===== config.mk =====
export PLATFORM = sky130hd
export DESIGN_NAME = frame_reset_seq
export DESIGN_NICKNAME = d
export VERILOG_FILES = /design/src/rtl/srs_pkg.sv /design/src/rtl/srs_frame_edge.sv /design/src/rtl/srs_seq.sv /design/src/rtl/srs_gate.sv /design/src/rtl/frame_reset_seq.sv
export SDC_FILE = /design/constraint.sdc
export NUM_CORES = 1
export LEC_CHECK = 0
export CAP_MARGIN = 20
export CELL_PAD_IN_SITES_DETAIL_PLACEMENT = 2
export CELL_PAD_IN_SITES_GLOBAL_PLACEMENT = 2
export CORE_MARGIN = 8
export CORE_UTILIZATION = 26
export CTS_CLUSTER_SIZE = 14
export DETAILED_ROUTE_END_ITERATION = 16
export GPL_TIMING_DRIVEN = 1
export PLACE_DENSITY_LB_ADDON = 0.1
export REMOVE_ABC_BUFFERS = 1
export SLEW_MARGIN = 20
export SYNTH_ARGS = -nofsm -noshare
export SYNTH_HDL_FRONTEND = slang
export SYNTH_SLANG_ARGS = --single-unit

===== constraint.sdc =====
create_clock -name clk -period 2.1 [get_ports clk]
set_input_delay 0.21 -clock clk [delete_from_list [all_inputs] [get_ports clk]]
set_output_delay 0.21 -clock clk [all_outputs]
set_load 0.05 [all_outputs]

===== src/rtl/srs_pkg.sv =====
package srs_pkg;
    typedef enum logic [2:0] {
        ST_RUN,
        ST_ZHOLD,
        ST_ENTER,
        ST_RESET,
        ST_LEAVE
    } seq_state_e;
endpackage


===== src/rtl/srs_frame_edge.sv =====
module srs_frame_edge #(
    parameter int SYNC_STAGES = 2
) (
    input  logic clk,
    input  logic rst_n,
    input  logic lrck,
    output logic frame_tick
);
    typedef struct packed {
        logic [SYNC_STAGES-1:0] sync;
        logic                   prev;
    } edge_reg_t;

    edge_reg_t edge_d, edge_q;

    always_comb begin
        edge_d      = edge_q;
        edge_d.sync = {edge_q.sync[SYNC_STAGES-2:0], lrck};
        edge_d.prev = edge_q.sync[SYNC_STAGES-1];
    end

    always_ff @(posedge clk or negedge rst_n) begin
        if (!rst_n) edge_q <= '0;
        else        edge_q <= edge_d;
    end

    assign frame_tick = edge_q.sync[SYNC_STAGES-1] & ~edge_q.prev;

    p_tick_single_r7: assert property (@(posedge clk) disable iff (!rst_n)
        frame_tick |=> !frame_tick);
endmodule


===== src/rtl/srs_seq.sv =====
module srs_seq
    import srs_pkg::*;
#(
    parameter int ENTER_FRAMES = 3,
    parameter int LEAVE_FRAMES = 2,
    parameter int ZHOLD_FRAMES = 2
) (
    input  logic clk,
    input  logic rst_n,
    input  logic frame_tick,
    input  logic run_ctl,
    input  logic pwr_off_req,
    output logic dp_rst,
    output logic zero_flag,
    output logic order_err
);
    localparam int MAXF = (ENTER_FRAMES > LEAVE_FRAMES) ?
        ((ENTER_FRAMES > ZHOLD_FRAMES) ? ENTER_FRAMES : ZHOLD_FRAMES) :
        ((LEAVE_FRAMES > ZHOLD_FRAMES) ? LEAVE_FRAMES : ZHOLD_FRAMES);
    localparam int CW = $clog2(MAXF + 1);
    localparam logic [CW-1:0] ENTER_LAST = CW'(ENTER_FRAMES);
    localparam logic [CW-1:0] LEAVE_LAST = CW'(LEAVE_FRAMES);
    localparam logic [CW-1:0] ZHOLD_LAST = CW'(ZHOLD_FRAMES - 1);

    typedef struct packed {
        seq_state_e    st;
        logic [CW-1:0] cnt;
        logic          ctl_prev;
        logic          err;
    } seq_reg_t;

    seq_reg_t seq_d, seq_q;

    always_comb begin
        seq_d          = seq_q;
        seq_d.ctl_prev = run_ctl;
        if (seq_q.ctl_prev && !run_ctl && pwr_off_req) seq_d.err = 1'b1;
        case (seq_q.st)
            ST_RUN: begin
                if (!run_ctl) begin
                    seq_d.st  = ST_ENTER;
                    seq_d.cnt = '0;
                end
            end
            ST_ZHOLD: begin
                if (!run_ctl) begin
                    seq_d.st  = ST_ENTER;
                    seq_d.cnt = '0;
                end else if (frame_tick) begin
                    if (seq_q.cnt == ZHOLD_LAST) begin
                        seq_d.st  = ST_RUN;
                        seq_d.cnt = '0;
                    end else begin
                        seq_d.cnt = seq_q.cnt + 1'b1;
                    end
                end
            end
            ST_ENTER: begin
                if (run_ctl) begin
                    seq_d.st  = ST_RUN;
                    seq_d.cnt = '0;
                end else if (frame_tick) begin
                    if (seq_q.cnt == ENTER_LAST) begin
                        seq_d.st  = ST_RESET;
                        seq_d.cnt = '0;
                    end else begin
                        seq_d.cnt = seq_q.cnt + 1'b1;
                    end
                end
            end
            ST_RESET: begin
                if (run_ctl) begin
                    seq_d.st  = ST_LEAVE;
                    seq_d.cnt = '0;
                end
            end
            ST_LEAVE: begin
                if (!run_ctl) begin
                    seq_d.st  = ST_RESET;
                    seq_d.cnt = '0;
                end else if (frame_tick) begin
                    if (seq_q.cnt == LEAVE_LAST) begin
                        seq_d.st  = ST_ZHOLD;
                        seq_d.cnt = '0;
                    end else begin
                        seq_d.cnt = seq_q.cnt + 1'b1;
                    end
                end
            end
            default: begin
                seq_d.st  = ST_RESET;
                seq_d.cnt = '0;
            end
        endcase
    end

    always_ff @(posedge clk or negedge rst_n) begin
        if (!rst_n) begin
            seq_q.st       <= ST_RESET;
            seq_q.cnt      <= '0;
            seq_q.ctl_prev <= 1'b0;
            seq_q.err      <= 1'b0;
        end else begin
            seq_q <= seq_d;
        end
    end

    assign dp_rst    = (seq_q.st == ST_RESET) || (seq_q.st == ST_LEAVE);
    assign zero_flag = (seq_q.st != ST_RUN);
    assign order_err = seq_q.err;

    p_flag_covers_rst_r5: assert property (@(posedge clk) disable iff (!rst_n)
        dp_rst |-> zero_flag);
    p_flag_on_fall_r2: assert property (@(posedge clk) disable iff (!rst_n)
        (seq_q.st == ST_RUN && !run_ctl) |=> (zero_flag && !dp_rst));
    p_hold_no_frame_r7: assert property (@(posedge clk) disable iff (!rst_n)
        (seq_q.st == ST_ENTER && !run_ctl && !frame_tick) |=>
            ($stable(seq_q.cnt) && seq_q.st == ST_ENTER));
    p_cancel_exit_r8: assert property (@(posedge clk) disable iff (!rst_n)
        (seq_q.st == ST_LEAVE && !run_ctl) |=> (dp_rst && seq_q.st == ST_RESET));
    p_err_sticky_r9: assert property (@(posedge clk) disable iff (!rst_n)
        order_err |=> order_err);
endmodule


===== src/rtl/srs_gate.sv =====
module srs_gate #(
    parameter int DATA_W = 24
) (
    input  logic              clk,
    input  logic              rst_n,
    input  logic              dp_rst,
    input  logic [DATA_W-1:0] sample_in,
    output logic [DATA_W-1:0] sample_out
);
    logic [DATA_W-1:0] smp_d, smp_q;

    always_comb begin
        smp_d = dp_rst ? '0 : sample_in;
    end

    always_ff @(posedge clk or negedge rst_n) begin
        if (!rst_n) smp_q <= '0;
        else        smp_q <= smp_d;
    end

    assign sample_out = smp_q;
endmodule


===== src/rtl/frame_reset_seq.sv =====
module frame_reset_seq #(
    parameter int DATA_W       = 24,
    parameter int SYNC_STAGES  = 2,
    parameter int ENTER_FRAMES = 3,
    parameter int LEAVE_FRAMES = 2,
    parameter int ZHOLD_FRAMES = 2
) (
    input  logic              clk,
    input  logic              rst_n,
    input  logic              lrck,
    input  logic              run_ctl,
    input  logic              pwr_off_req,
    input  logic [DATA_W-1:0] sample_in,
    output logic              dp_rst,
    output logic [DATA_W-1:0] sample_out,
    output logic              zero_flag,
    output logic              order_err
);
    logic frame_tick;

    srs_frame_edge #(.SYNC_STAGES(SYNC_STAGES)) u_edge (
        .clk        (clk),
        .rst_n      (rst_n),
        .lrck       (lrck),
        .frame_tick (frame_tick)
    );

    srs_seq #(
        .ENTER_FRAMES (ENTER_FRAMES),
        .LEAVE_FRAMES (LEAVE_FRAMES),
        .ZHOLD_FRAMES (ZHOLD_FRAMES)
    ) u_seq (
        .clk         (clk),
        .rst_n       (rst_n),
        .frame_tick  (frame_tick),
        .run_ctl     (run_ctl),
        .pwr_off_req (pwr_off_req),
        .dp_rst      (dp_rst),
        .zero_flag   (zero_flag),
        .order_err   (order_err)
    );

    srs_gate #(.DATA_W(DATA_W)) u_gate (
        .clk        (clk),
        .rst_n      (rst_n),
        .dp_rst     (dp_rst),
        .sample_in  (sample_in),
        .sample_out (sample_out)
    );

    p_gate_zero_r6: assert property (@(posedge clk) disable iff (!rst_n)
        $past(dp_rst) |-> (sample_out == '0));
    p_rise_on_frame_r3: assert property (@(posedge clk) disable iff (!rst_n)
        $rose(dp_rst) |-> $past(frame_tick));
    p_fall_on_frame_r4: assert property (@(posedge clk) disable iff (!rst_n)
        $fell(dp_rst) |-> $past(frame_tick));
endmodule


Yosys cells after proc, flatten, opt, wreduce, memory -nomap -nowiden
Cells that the tools add are included.
- input bits: 29
- bits in latches: 0
- register bits after elaboration: 34
- RAM bits: 0
- bits in read-only memories: 0
- memories kept: 0
- muxes and demuxes: 16
- magnitude comparators: 0
- multiply operators: 0
- reductions and logical operators: 8
- eq/ne operators: 15
- shift-type cells: 0
- add/subtract/negate cells: 1
- div/mod/pow operators: 0
- bitwise operators: 2
- operator list (kind ; number):
    2-to-1 mux 5 bit ; 8
    case mux 5 bit (5 select lines) ; 1
    2-to-1 mux 24 bit ; 1
    2-to-1 mux 3 bit ; 3
    != test 3 x 2 -> 1 bit (second input constant) ; 3
    != test 3 bit (second input constant) ; 3
    AND reduction 8 bit ; 1
    equality test 3 x 2 -> 1 bit (second input constant) ; 2
    2-to-1 mux 2 bit ; 3
    AND reduction 5 bit ; 1
    equality test 2 bit (second input constant) ; 2
    != test 2 bit (second input constant) ; 2
    equality test 3 x 1 -> 1 bit (second input constant) ; 1
    equality test 3 bit (second input constant) ; 1
    logical NOT 3 bit ; 1
    nonzero test 3 bit ; 1
    adder 2 x 1 -> 2 bit (second input constant) ; 1
    equality test 2 x 1 -> 1 bit (second input constant) ; 1
    logical AND 1 bit ; 2
    bitwise AND 1 bit ; 1
    logical NOT 1 bit ; 1
    logical OR 1 bit ; 1
    inverter 1 bit ; 1

Logic depth before layout (Yosys ltp)
Gate-level depths: netlist (run 1).
- depth in word-level cells: 5
- gate-level depth with buffers: 7

By module
From an unflattened synthesis (run 1), not the netlist that was laid out.
- cell total of the unflattened synthesis: 116
- area, all modules: 1503.9 um^2
- modules (own cells, without submodules) (module ; cells an instance ; times used ; area each (um^2)):
    srs_gate ; 50 ; 1 ; 813.3
    srs_seq ; 62 ; 1 ; 601.8
    srs_frame_edge ; 4 ; 1 ; 88.8

Worst setup path before layout (run 1)
OpenSTA, ideal clock, no wires.
- kind: reg-to-reg
- from: register u_seq.seq_q[4] (netlist bit)
- to: register u_seq.seq_q[6] (netlist bit)
- arrival time: 1.570 ns
- cell stages (with the launch flop): 6
- setup time: 0.127 ns
- path slack: 0.403 ns
- buffers on the path: 0
- cell sequence: dfstp_2 inv_2 maj3_2 a31oi_4 nand3_2 mux2_1
- longest elaborated chain between the ends: 3
- elaborated cells between the ends (all ways): 15
- those cells by class: 12 x eq/ne; 1 x mux; 2 x reduce/logical
- ends and longest elaborated chain (what ; line ; source):
    from (decl) ; srs_seq.sv:32 ; seq_reg_t seq_d, seq_q;
    from (signal assigned) ; srs_seq.sv:104 ; seq_q <= seq_d;
    equality test 3 bit, or another cell as far along ; srs_seq.sv:38 ; case (seq_q.st)
    != test 3 x 2 -> 1 bit (no source line), or another cell as far along ; -- ;
    AND reduction 8 bit (no source line) ; -- ;
Parallel ways exist; a longest one is shown, timed or not.
A chain may end at the register's enable or synchronous reset.

Worst setup path in the final report (run 1)
Ends and elaborated chain as after synthesis.

==> flow_metrics.tcl, run 1 <==
set metrics [dict create \
    drtIter0Drc 46 \
    tightestPinTransition_ns 0.544 \
    async_flop_share_pct 100 \
    layout_commonest_cell "clkdlybuf4s50_1" \
    clockBufferDepth 2 \
    fp.dieH_um 88.2 \
    cts-root-buf "clkbuf_8" \
    p_seq_share_pct 31.2 \
    slew_headroom_pct 63.6 \
    swShare_pct 44.2 \
    synth_xor_area_share_pct 0 \
    cts_tree "built" \
    status "complete, no violations" \
    antenna_found_initial 0 \
    dr.pass1.iters 2 \
    first_global_vias 1252 \
    dieArea_sq_mm 0.00778 \
    fmax_mhz 540 \
    layout_common_cells "53 x clkdlybuf4s50_1, 32 x dfrtp_1, 24 x and2_1" \
    drc 0 \
    path_clk_slew_ns 0.07 \
    crit_fanout 7 \
    syn_inst 109 \
    drv_cap 0 \
    nets 208 \
    power_density_mw_per_mm2 1410 \
    ioPinCount 56 \
    crit_slowest_cell "dfstp_2" \
    finalHoldViolCount 0 \
    grt-ovfl-total 0 \
    netSwitchingPower_mw 1.32 \
    p_int_mw 1.68 \
    synthSimpleGateAreaFrac_pct 16.3 \
    rsz0062_at_grt "false" \
    cts_sinks 34 \
    rr_worst_depth 5 \
    numCtsBuffers 5 \
    synthAdderAreaFrac_pct 5.44 \
    core_sq_mm 0.00507 \
    synth.distinct_cells 28 \
    start_util_pct 26.7 \
    hpwl_um 3110 \
    netlist_area_sq_mm 0.00136 \
    antenna-diode-count 0 \
    postRouteAntennaNets 0 \
    synth_mux_area_share_pct 2.40 \
    setup-tns-final_ns 0 \
    vdd_drop_max_mv 0.754 \
    ys_top_cells_by_area "dfrtp_1 59%, and2_1 11%, ha_1 4.6%" \
    setup_viol 0 \
    rows 26 \
    yosys_warnings 0 \
    die-width_um 88.2 \
    grt_pass1_wl_um 6330 \
    synth_ff_type "dfrtp_1" \
    drive_gt1_share_pct 14.3 \
    period_needed_ns 1.85 \
    via_per_inst 4.31 \
    wl_per_cell_um 15.9 \
    synth_top_family_by_area "simple AND/OR/NAND/NOR gates" \
    crit_required_ns 2.26 \
    crit_path_cell_trace "inv_2 > maj3_2 > a31oi_4 > nand3_2 > mux2_1" \
    htreeDepth 2 \
    period_share_pct 88.2 \
    avgSynthCellArea_sq_um 12.4 \
    clk_latency_ns 0.28 \
    vias 1055 \
    cp-start-kind "register" \
    grt_usage_pct 11.0 \
    end_kind "register" \
    p_leak_nw 0.912 \
    grt_max_degree 35 \
    syn_to_final_growth_pct 57.0 \
    io_buffers 55 \
    worst_path_largest_cell_delay_ns 0.59 \
    reg2reg_to "u_seq.seq_q[6]$_DFFE_PN0P_" \
    synth_edf_count 0 \
    finClkSkew_ns 0.00265 \
    critPathArrivalTime_ns 2.02 \
    slew_viol_final 0 \
    rrSetupSlack_ns 0.25 \
    hold_path_class "in -> async" \
    p_comb_share_pct 52.5 \
    cts_hold_buf 0 \
    synth-seq-cells 34 \
    r2r-start "u_seq.seq_q[4]$_DFFE_PN1P_" \
    ys_seq_area_share_pct 62.9 \
    netlist.top_cell.by_area "dfrtp_1" \
    gp_congestion 0.837 \
    clockPowerShare_pct 16.3 \
    critPathKind "reg -> reg" \
    synth_compound_area_share_pct 9.78 \
    totalPowerFinal_mw 3.00 \
    post-synth-top-area-fraction_pct 59.0 \
    wirelength_um 3900 \
]
-- worst max-delay path: cells and delay by family (launching register included) --
kind	cells	cell delay (ns)
buffers and inverters	1	0.10
adders and majority gates	1	0.34
and+or+nand+nor	1	0.15
AOI/OAI and AO/OA	1	0.23
DFF	1	0.59
muxes	1	0.33
-- layout make-up --
type	instances	area (sq um)
clock buffer	7	86.3
multi-input combinational	64	477
tap	70	87.6
sequential	34	853
timing repair buffer	61	591
fill	549	2950
clock inverter	1	5.00
inverter	8	30.0
-- metrics by stage --
step           setup WS [ns]  util, %  hold WS, ns  cell area, sq um  std cells
4_1_cts                0.111     41.7        0.361              2120        245
3_5_place_dp          0.0656     39.8        0.344              2020        237
5_1_grt               0.0947     42.0        0.359              2130        245
6_report               0.248     42.0        0.356              2130        245
3_3_place_gp           0.124     39.8        0.335              2020        237
2_1_floorplan          0.172        -      -0.0856              1340        106
-- worst max path at each step --
stage	slack [ns]	startpoint	cells after the start	end
2_1_floorplan	0.17	u_seq.seq_q[4]$_DFFE_PN1P_	3	dp_rst
5_1_grt	0.09	u_seq.seq_q[4]$_DFFE_PN1P_	5	dp_rst
4_1_cts	0.11	u_seq.seq_q[4]$_DFFE_PN1P_	4	dp_rst
3_3_place_gp	0.12	run_ctl	6	u_seq.seq_q[6]$_DFFE_PN0P_
3_5_place_dp	0.07	run_ctl	6	u_seq.seq_q[6]$_DFFE_PN0P_
6_report	0.25	u_seq.seq_q[4]$_DFFE_PN1P_	5	u_seq.seq_q[6]$_DFFE_PN0P_
-- sequential cells by signal (all words and copies together) (netlist names) --
| name | count |
|---|---|
| u_gate.sample_out | 24 |
| u_seq.seq_q | 6 |
| u_edge.edge_q | 1 |
| u_edge.edge_d | 2 |
| u_seq.order_err | 1 |
-- routing by layer --
metal	global-route usage, %	routed length [um]	vias up
li1	-	-	489
met1	12.0	1480	532
met2	17.9	2070	29
met3	5.29	296	5
met4	4.61	53	0
met5	0	0	-
-- timing repair --
item                                    in CTS  in global routing
endpoints found under the setup margin       1                  1
buffers inserted                             0                  0
gates resized for setup                      1                  2
-- power by group through the flow --
stage                     registers [mW]  clock network (mW)  logic [mW]
after CTS                          0.937               0.514        1.59
after floorplan                     1.45                   0       0.468
after global placement             0.936                   0        1.56
after detailed placement           0.948                   0        1.58
after global routing               0.961               0.545        1.68
final                              0.935               0.489        1.58
-- cell families after synthesis --
kind of cell,count (synthesis)
buffers and inverters,11
AND/OR/NAND/NOR,37
flip-flops,34
multiplexers,3
adder cells (fa/ha/maj),6
AO/OA/AOI/OAI,18
-- Yosys cell counts (2+ instances only) --
library cell	instances
mux2_1	2
inv_2	2
nand2_1	2
clkbuf_1	2
a21oi_1	4
dfrtp_1	32
o211ai_1	2
o21ai_0	3
ha_1	5
and2_1	24
nand2b_1	3
nor2_1	2
nor3_1	3
o22ai_1	2
a2bb2oi_1	2
dfstp_2	2
inv_1	6
Power figures use the tool's default switching activity.
==> run 2, diff against run 1 <==
--- a/config.mk
+++ b/config.mk
@@ -14,6 +14,7 @@
 export DETAILED_ROUTE_END_ITERATION = 16
 export GPL_TIMING_DRIVEN = 1
 export PLACE_DENSITY_LB_ADDON = 0.1
+export RECOVER_POWER = 100
 export REMOVE_ABC_BUFFERS = 1
 export SLEW_MARGIN = 20
 export SYNTH_ARGS = -nofsm -noshare
==> run 2 against run 1 <==
Net effect:
- register-to-register slack got worse by 0.07 ns
- global-route usage unchanged
- clock power about the same
- die area unchanged
- setup slack got worse by 0.067 ns
- non-clock buffer count unchanged
- final cell count unchanged
- via count increased by 0.28%
- fmax decreased by 3.5%
- critical path type unchanged
==> flow_metrics.tcl, run 2 (synthesized netlist as in run 1, its figures left out) <==
set metrics [dict create \
    status "complete, no violations" \
    drive_gt1_share_pct 12.6 \
    netSwitchingPower_mw 1.32 \
    grt_usage_pct 11.0 \
    critPathKind "reg -> reg" \
    io_buffers 55 \
    largest_register_ffs 24 \
    swShare_pct 45.3 \
    drc 0 \
    rr_worst_depth 5 \
    power_density_mw_per_mm2 1380 \
    die-width_um 88.2 \
    cts_sinks 34 \
    wl_met3_um 298 \
    drtIter0Drc 42 \
    multi_input_area_sq_um 472 \
    rsz0062_at_grt "false" \
    rrSetupSlack_ns 0.18 \
    setup_ws_ns 0.182 \
    p_comb_share_pct 51.3 \
    syn_to_final_growth_pct 55.9 \
    cts_setup_buffers 0 \
    start_util_pct 26.7 \
    finalHoldViolCount 0 \
    wl_per_cell_um 15.9 \
    vias 1058 \
    crit_fanout 7 \
    clk_latency_ns 0.28 \
    clockPowerShare_pct 16.8 \
    numCtsBuffers 5 \
    cts_tree "built" \
    critPathArrivalTime_ns 2.08 \
    layout_commonest_cell "dfrtp_1" \
    vdd_drop_max_mv 0.730 \
    core_sq_mm 0.00507 \
    min_path_cells 0 \
    met2_length_um 2050 \
    cts-root-buf "clkbuf_8" \
    p_seq_share_pct 31.9 \
    path_buf_inv 1 \
    highest_layer "met4" \
    ioPinCount 56 \
    tightestPinTransition_ns 0.845 \
    clockBufferDepth 2 \
    drv_cap 0 \
    fmax_mhz 521 \
    grt_pass1_wl_um 6330 \
    antenna-diode-count 0 \
    dp_slack_ns 0.0656 \
    crit_family "flip-flops" \
    antenna_found_initial 0 \
    p_leak_nw 0.911 \
    hold_path_class "reg -> reg" \
    fp.dieH_um 88.2 \
    wl_met1_um 1480 \
    dr.pass1.iters 2 \
    crit_slowest_cell "dfstp_2" \
    n_fill_cell 553 \
    path_clk_slew_ns 0.07 \
    gp_congestion 0.837 \
    period_share_pct 91.3 \
    end_kind "register" \
    dieArea_sq_mm 0.00778 \
    period_needed_ns 1.92 \
    first_global_vias 1252 \
    setup-tns-final_ns 0 \
    grt-ovfl-total 0 \
    finClkSkew_ns 0.00301 \
    crit_required_ns 2.26 \
    slew_viol_final 0 \
    wirelength_um 3890 \
    postRouteAntennaNets 0 \
    htreeDepth 2 \
    cp-start-kind "register" \
    crit_path_cell_trace "inv_2 > maj3_2 > a31oi_4 > nand3_1 > mux2_1" \
    grt_max_degree 35 \
    slew_headroom_pct 43.7 \
    p_int_mw 1.59 \
    via_per_inst 4.32 \
    nets 208 \
    rows 26 \
    worst_path_largest_cell_delay_ns 0.59 \
    path_depth 5 \
    setup_viol 0 \
    hpwl_um 3110 \
    register_area_sq_um 853 \
    layout_common_cells "32 x dfrtp_1, 28 x dlygate4sd3_1, 25 x clkdlybuf4s50_1" \
]
==> run 2: power by group through the flow <==
| stage | combinational (mW) | clock, mW | sequential (mW) |
|---|---|---|---|
| finish | 1.49 | 0.490 | 0.927 |
| global route | 1.60 | 0.545 | 0.954 |
| CTS | 1.59 | 0.514 | 0.937 |
| detailed placement | 1.58 | 0 | 0.948 |
| global placement | 1.56 | 0 | 0.936 |
| floorplan | 0.468 | 0 | 1.45 |
==> run 2: final cells by class <==
class,count,area share (%)
sequential,34,40.4
timing repair buffer,61,27.5
multi-input combinational,64,22.3
tap,70,4.14
clock buffer,7,4.08
inverter,8,1.42
clock inverter,1,0.237
==> run 2: worst reg2reg max path: cells and delay by family, from the launching register on <==
kind                     cells  cell delay (ns)
AO/OA/AOI/OAI                1             0.22
flip-flops                   1             0.59
multiplexers                 1             0.36
adder cells (fa/ha/maj)      1             0.34
AND/OR/NAND/NOR              1             0.20
buffers and inverters        1             0.10
==> run 2: metrics by stage <==
| step | cell area, sq um | utilization [%] | total power [mW] | std cells | hold slack (ns) |
|---|---|---|---|---|---|
| after floorplan | 1340 | - | 1.92 | 106 | -0.0856 |
| after global placement | 2020 | 39.8 | 2.50 | 237 | 0.335 |
| after detailed placement | 2020 | 39.8 | 2.53 | 237 | 0.344 |
| after CTS | 2120 | 41.7 | 3.04 | 245 | 0.361 |
| after global routing | 2110 | 41.7 | 3.10 | 245 | 0.367 |
| final | 2110 | 41.7 | 2.91 | 245 | 0.358 |
==> run 2: routing by layer <==
layer / up-vias / track usage [%]
li1: 489 / -
met1: 535 / 12.0
met2: 29 / 17.9
met3: 5 / 5.29
met4: 0 / 4.61
met5: - / 0
==> run 2: path summary, 6_finish.rpt <==
path	startpoint	to
setup / recovery	u_seq.seq_q[4]$_DFFE_PN1P_	u_seq.seq_q[6]$_DFFE_PN0P_
hold / removal	u_edge.edge_d[2]$_DFF_PN0_	u_edge.edge_d[0]$_DFF_PN0_
setup reg to reg	u_seq.seq_q[4]$_DFFE_PN1P_	u_seq.seq_q[6]$_DFFE_PN0P_
hold reg to reg	u_edge.edge_d[2]$_DFF_PN0_	u_edge.edge_d[0]$_DFF_PN0_
max in group asynchronous	rst_n	u_gate.sample_out[5]$_DFF_PN0_
min in group asynchronous	rst_n	u_gate.sample_out[7]$_DFF_PN0_
==> run 2: repair_timing <==
action	4_1_cts	5_1_grt
hold endpoints to repair	0	0
resized for setup	1	2
hold buffers	0	0
endpoints found under the setup margin	1	1
==> run 3, diff against run 2 <==
--- a/config.mk
+++ b/config.mk
@@ -12,11 +12,11 @@
 export CORE_UTILIZATION = 26
 export CTS_CLUSTER_SIZE = 14
 export DETAILED_ROUTE_END_ITERATION = 16
-export GPL_TIMING_DRIVEN = 1
+export GPL_TIMING_DRIVEN = 0
 export PLACE_DENSITY_LB_ADDON = 0.1
 export RECOVER_POWER = 100
 export REMOVE_ABC_BUFFERS = 1
-export SLEW_MARGIN = 20
+export SLEW_MARGIN = 10
 export SYNTH_ARGS = -nofsm -noshare
 export SYNTH_HDL_FRONTEND = slang
 export SYNTH_SLANG_ARGS = --single-unit
==> run 3 against run 2 <==
Net effect:
- the run now ends with max-capacitance violations, max-slew violations left
- critical path type is now reg -> out
- sequential power rose by 2.5%
- critical endpoint is now dp_rst
- clock skew rose by 0.00094 ns
- setup slack got worse by 0.018 ns
==> flow_metrics.tcl, run 3 (synthesized netlist as in run 1, its figures left out) <==
set metrics [dict create \
    violations "max-capacitance violations, max-slew violations" \
    end_kind "output pin" \
    totalPowerFinal_mw 2.85 \
    cts_tree "built" \
    drc 0 \
    drtIter0Drc 7 \
    dp_slack_ns -0.268 \
    placed_cell_area_sq_mm 0.00199 \
    tightestPinTransition_ns 1.80 \
    hpwl_um 2960 \
    hold_path_class "reg -> reg" \
    fmax_mhz 517 \
    core_sq_mm 0.00507 \
    critPathArrivalTime_ns 1.73 \
    gp_congestion 0.729 \
    rows 26 \
    critPathKind "reg -> out" \
    slew_viol_final 35 \
    first_global_vias 1243 \
    hp-start "u_edge.edge_d[2]$_DFF_PN0_" \
    cts_hold_buf 0 \
    setup-tns-final_ns 0 \
    path_clk_slew_ns 0.06 \
    crit_family "flip-flops" \
    crit_path_cell_trace "inv_2 > nor3_2 > a21oi_1 > buf_6 > inv_1 > clkbuf_4" \
    start_util_pct 26.7 \
    die-width_um 88.2 \
    grt_max_degree 35 \
    period_share_pct 92.2 \
    crit_fanout 25 \
    antenna_found_initial 0 \
    status "finished, violations left" \
    rr_worst_depth 5 \
    syn_to_final_growth_pct 51.8 \
    p_leak_nw 0.887 \
    crit_slowest_cell "dfstp_2" \
    antenna-diode-count 0 \
    period_needed_ns 1.94 \
    dr.pass1.iters 4 \
    vias 1032 \
    rrSetupSlack_ns 0.17 \
    worst_path_largest_cell_delay_ns 0.61 \
    htreeDepth 2 \
    min_delay_worst_endpoint "u_edge.edge_d[0]$_DFF_PN0_" \
    postRouteAntennaNets 0 \
    crit_required_ns 1.89 \
    vdd_drop_max_mv 0.596 \
    wl_per_cell_um 15.9 \
    cts_sinks 34 \
    ioPinCount 56 \
    r2r-start "u_seq.seq_q[4]$_DFFE_PN1P_" \
    numCtsBuffers 5 \
    rsz0062_at_grt "false" \
    largest_register_ffs 24 \
    fp.dieH_um 88.2 \
    clk_latency_ns 0.27 \
    grt_pass1_wl_um 6340 \
    io_buffers 55 \
    setup_viol 0 \
    finClkSkew_ns 0.00395 \
    min_path_cells 0 \
    wirelength_um 3800 \
    dieArea_sq_mm 0.00778 \
    grt-ovfl-total 0 \
    via_per_inst 4.32 \
    power_density_mw_per_mm2 1380 \
    drv_cap 1 \
    path_buf_inv 4 \
    grt_usage_pct 10.9 \
    slew_headroom_pct -20.0 \
    layout_common_cells "32 x dfrtp_1, 27 x dlygate4sd3_1, 25 x clkdlybuf4s50_1" \
    layout_commonest_cell "dfrtp_1" \
    clockBufferDepth 2 \
    whs_ns 0.352 \
    setup_ws_ns 0.164 \
    cts-root-buf "clkbuf_8" \
    nets 204 \
    fin_area_sq_mm 0.00206 \
    cp-start-kind "register" \
    finalHoldViolCount 0 \
    path_depth 6 \
    reg2reg_to "u_seq.seq_q[6]$_DFFE_PN0P_" \
    drive_gt1_share_pct 10.7 \
]
## run 3: report_power, final
part	internal, mW	switching [mW]
Combinational	0.464	0.973
Clock	0.253	0.207
Sequential	0.848	0.102
Total	1.57	1.28
## run 3: final cells by class
class	instances	area (sq um)
flip-flops and latches	34	853
clock buffers	6	82.6
repair buffers	57	554
multi-input cells	64	452
well taps	70	87.6
fillers	550	3020
inverters	8	30.0
## run 3: repair_timing
action                     CTS  global route
resized for setup            6             3
pin swaps                    0             1
setup endpoints to repair    1             2
setup buffers                0             1
## run 3: per-layer routing
layer,share of wire [%],up-vias,track usage [%]
met1,36,524,10.9
li1,-,478,-
met3,8.8,2,6.22
met4,0.71,0,3.23
met2,54,28,18.9
met5,0,-,0
## run 3: worst max-delay path by stage
stage / startpoint / endpoint / slack [ns]
after floorplan: u_seq.seq_q[4]$_DFFE_PN1P_ / dp_rst / 0.17
after global placement: u_seq.seq_q[4]$_DFFE_PN1P_ / dp_rst / -0.85
after detailed placement: u_seq.seq_q[5]$_DFFE_PN1P_ / dp_rst / -0.27
after CTS: u_seq.seq_q[4]$_DFFE_PN1P_ / zero_flag / 0.002
after global routing: u_seq.seq_q[4]$_DFFE_PN1P_ / dp_rst / 0.03
final: u_seq.seq_q[4]$_DFFE_PN1P_ / dp_rst / 0.16
## run 3: per-stage QoR
stage | instances | utilization, %
2_1_floorplan | 106 | -
3_3_place_gp | 231 | 39.1
3_5_place_dp | 232 | 39.3
4_1_cts | 238 | 40.9
5_1_grt | 239 | 40.6
6_report | 239 | 40.6
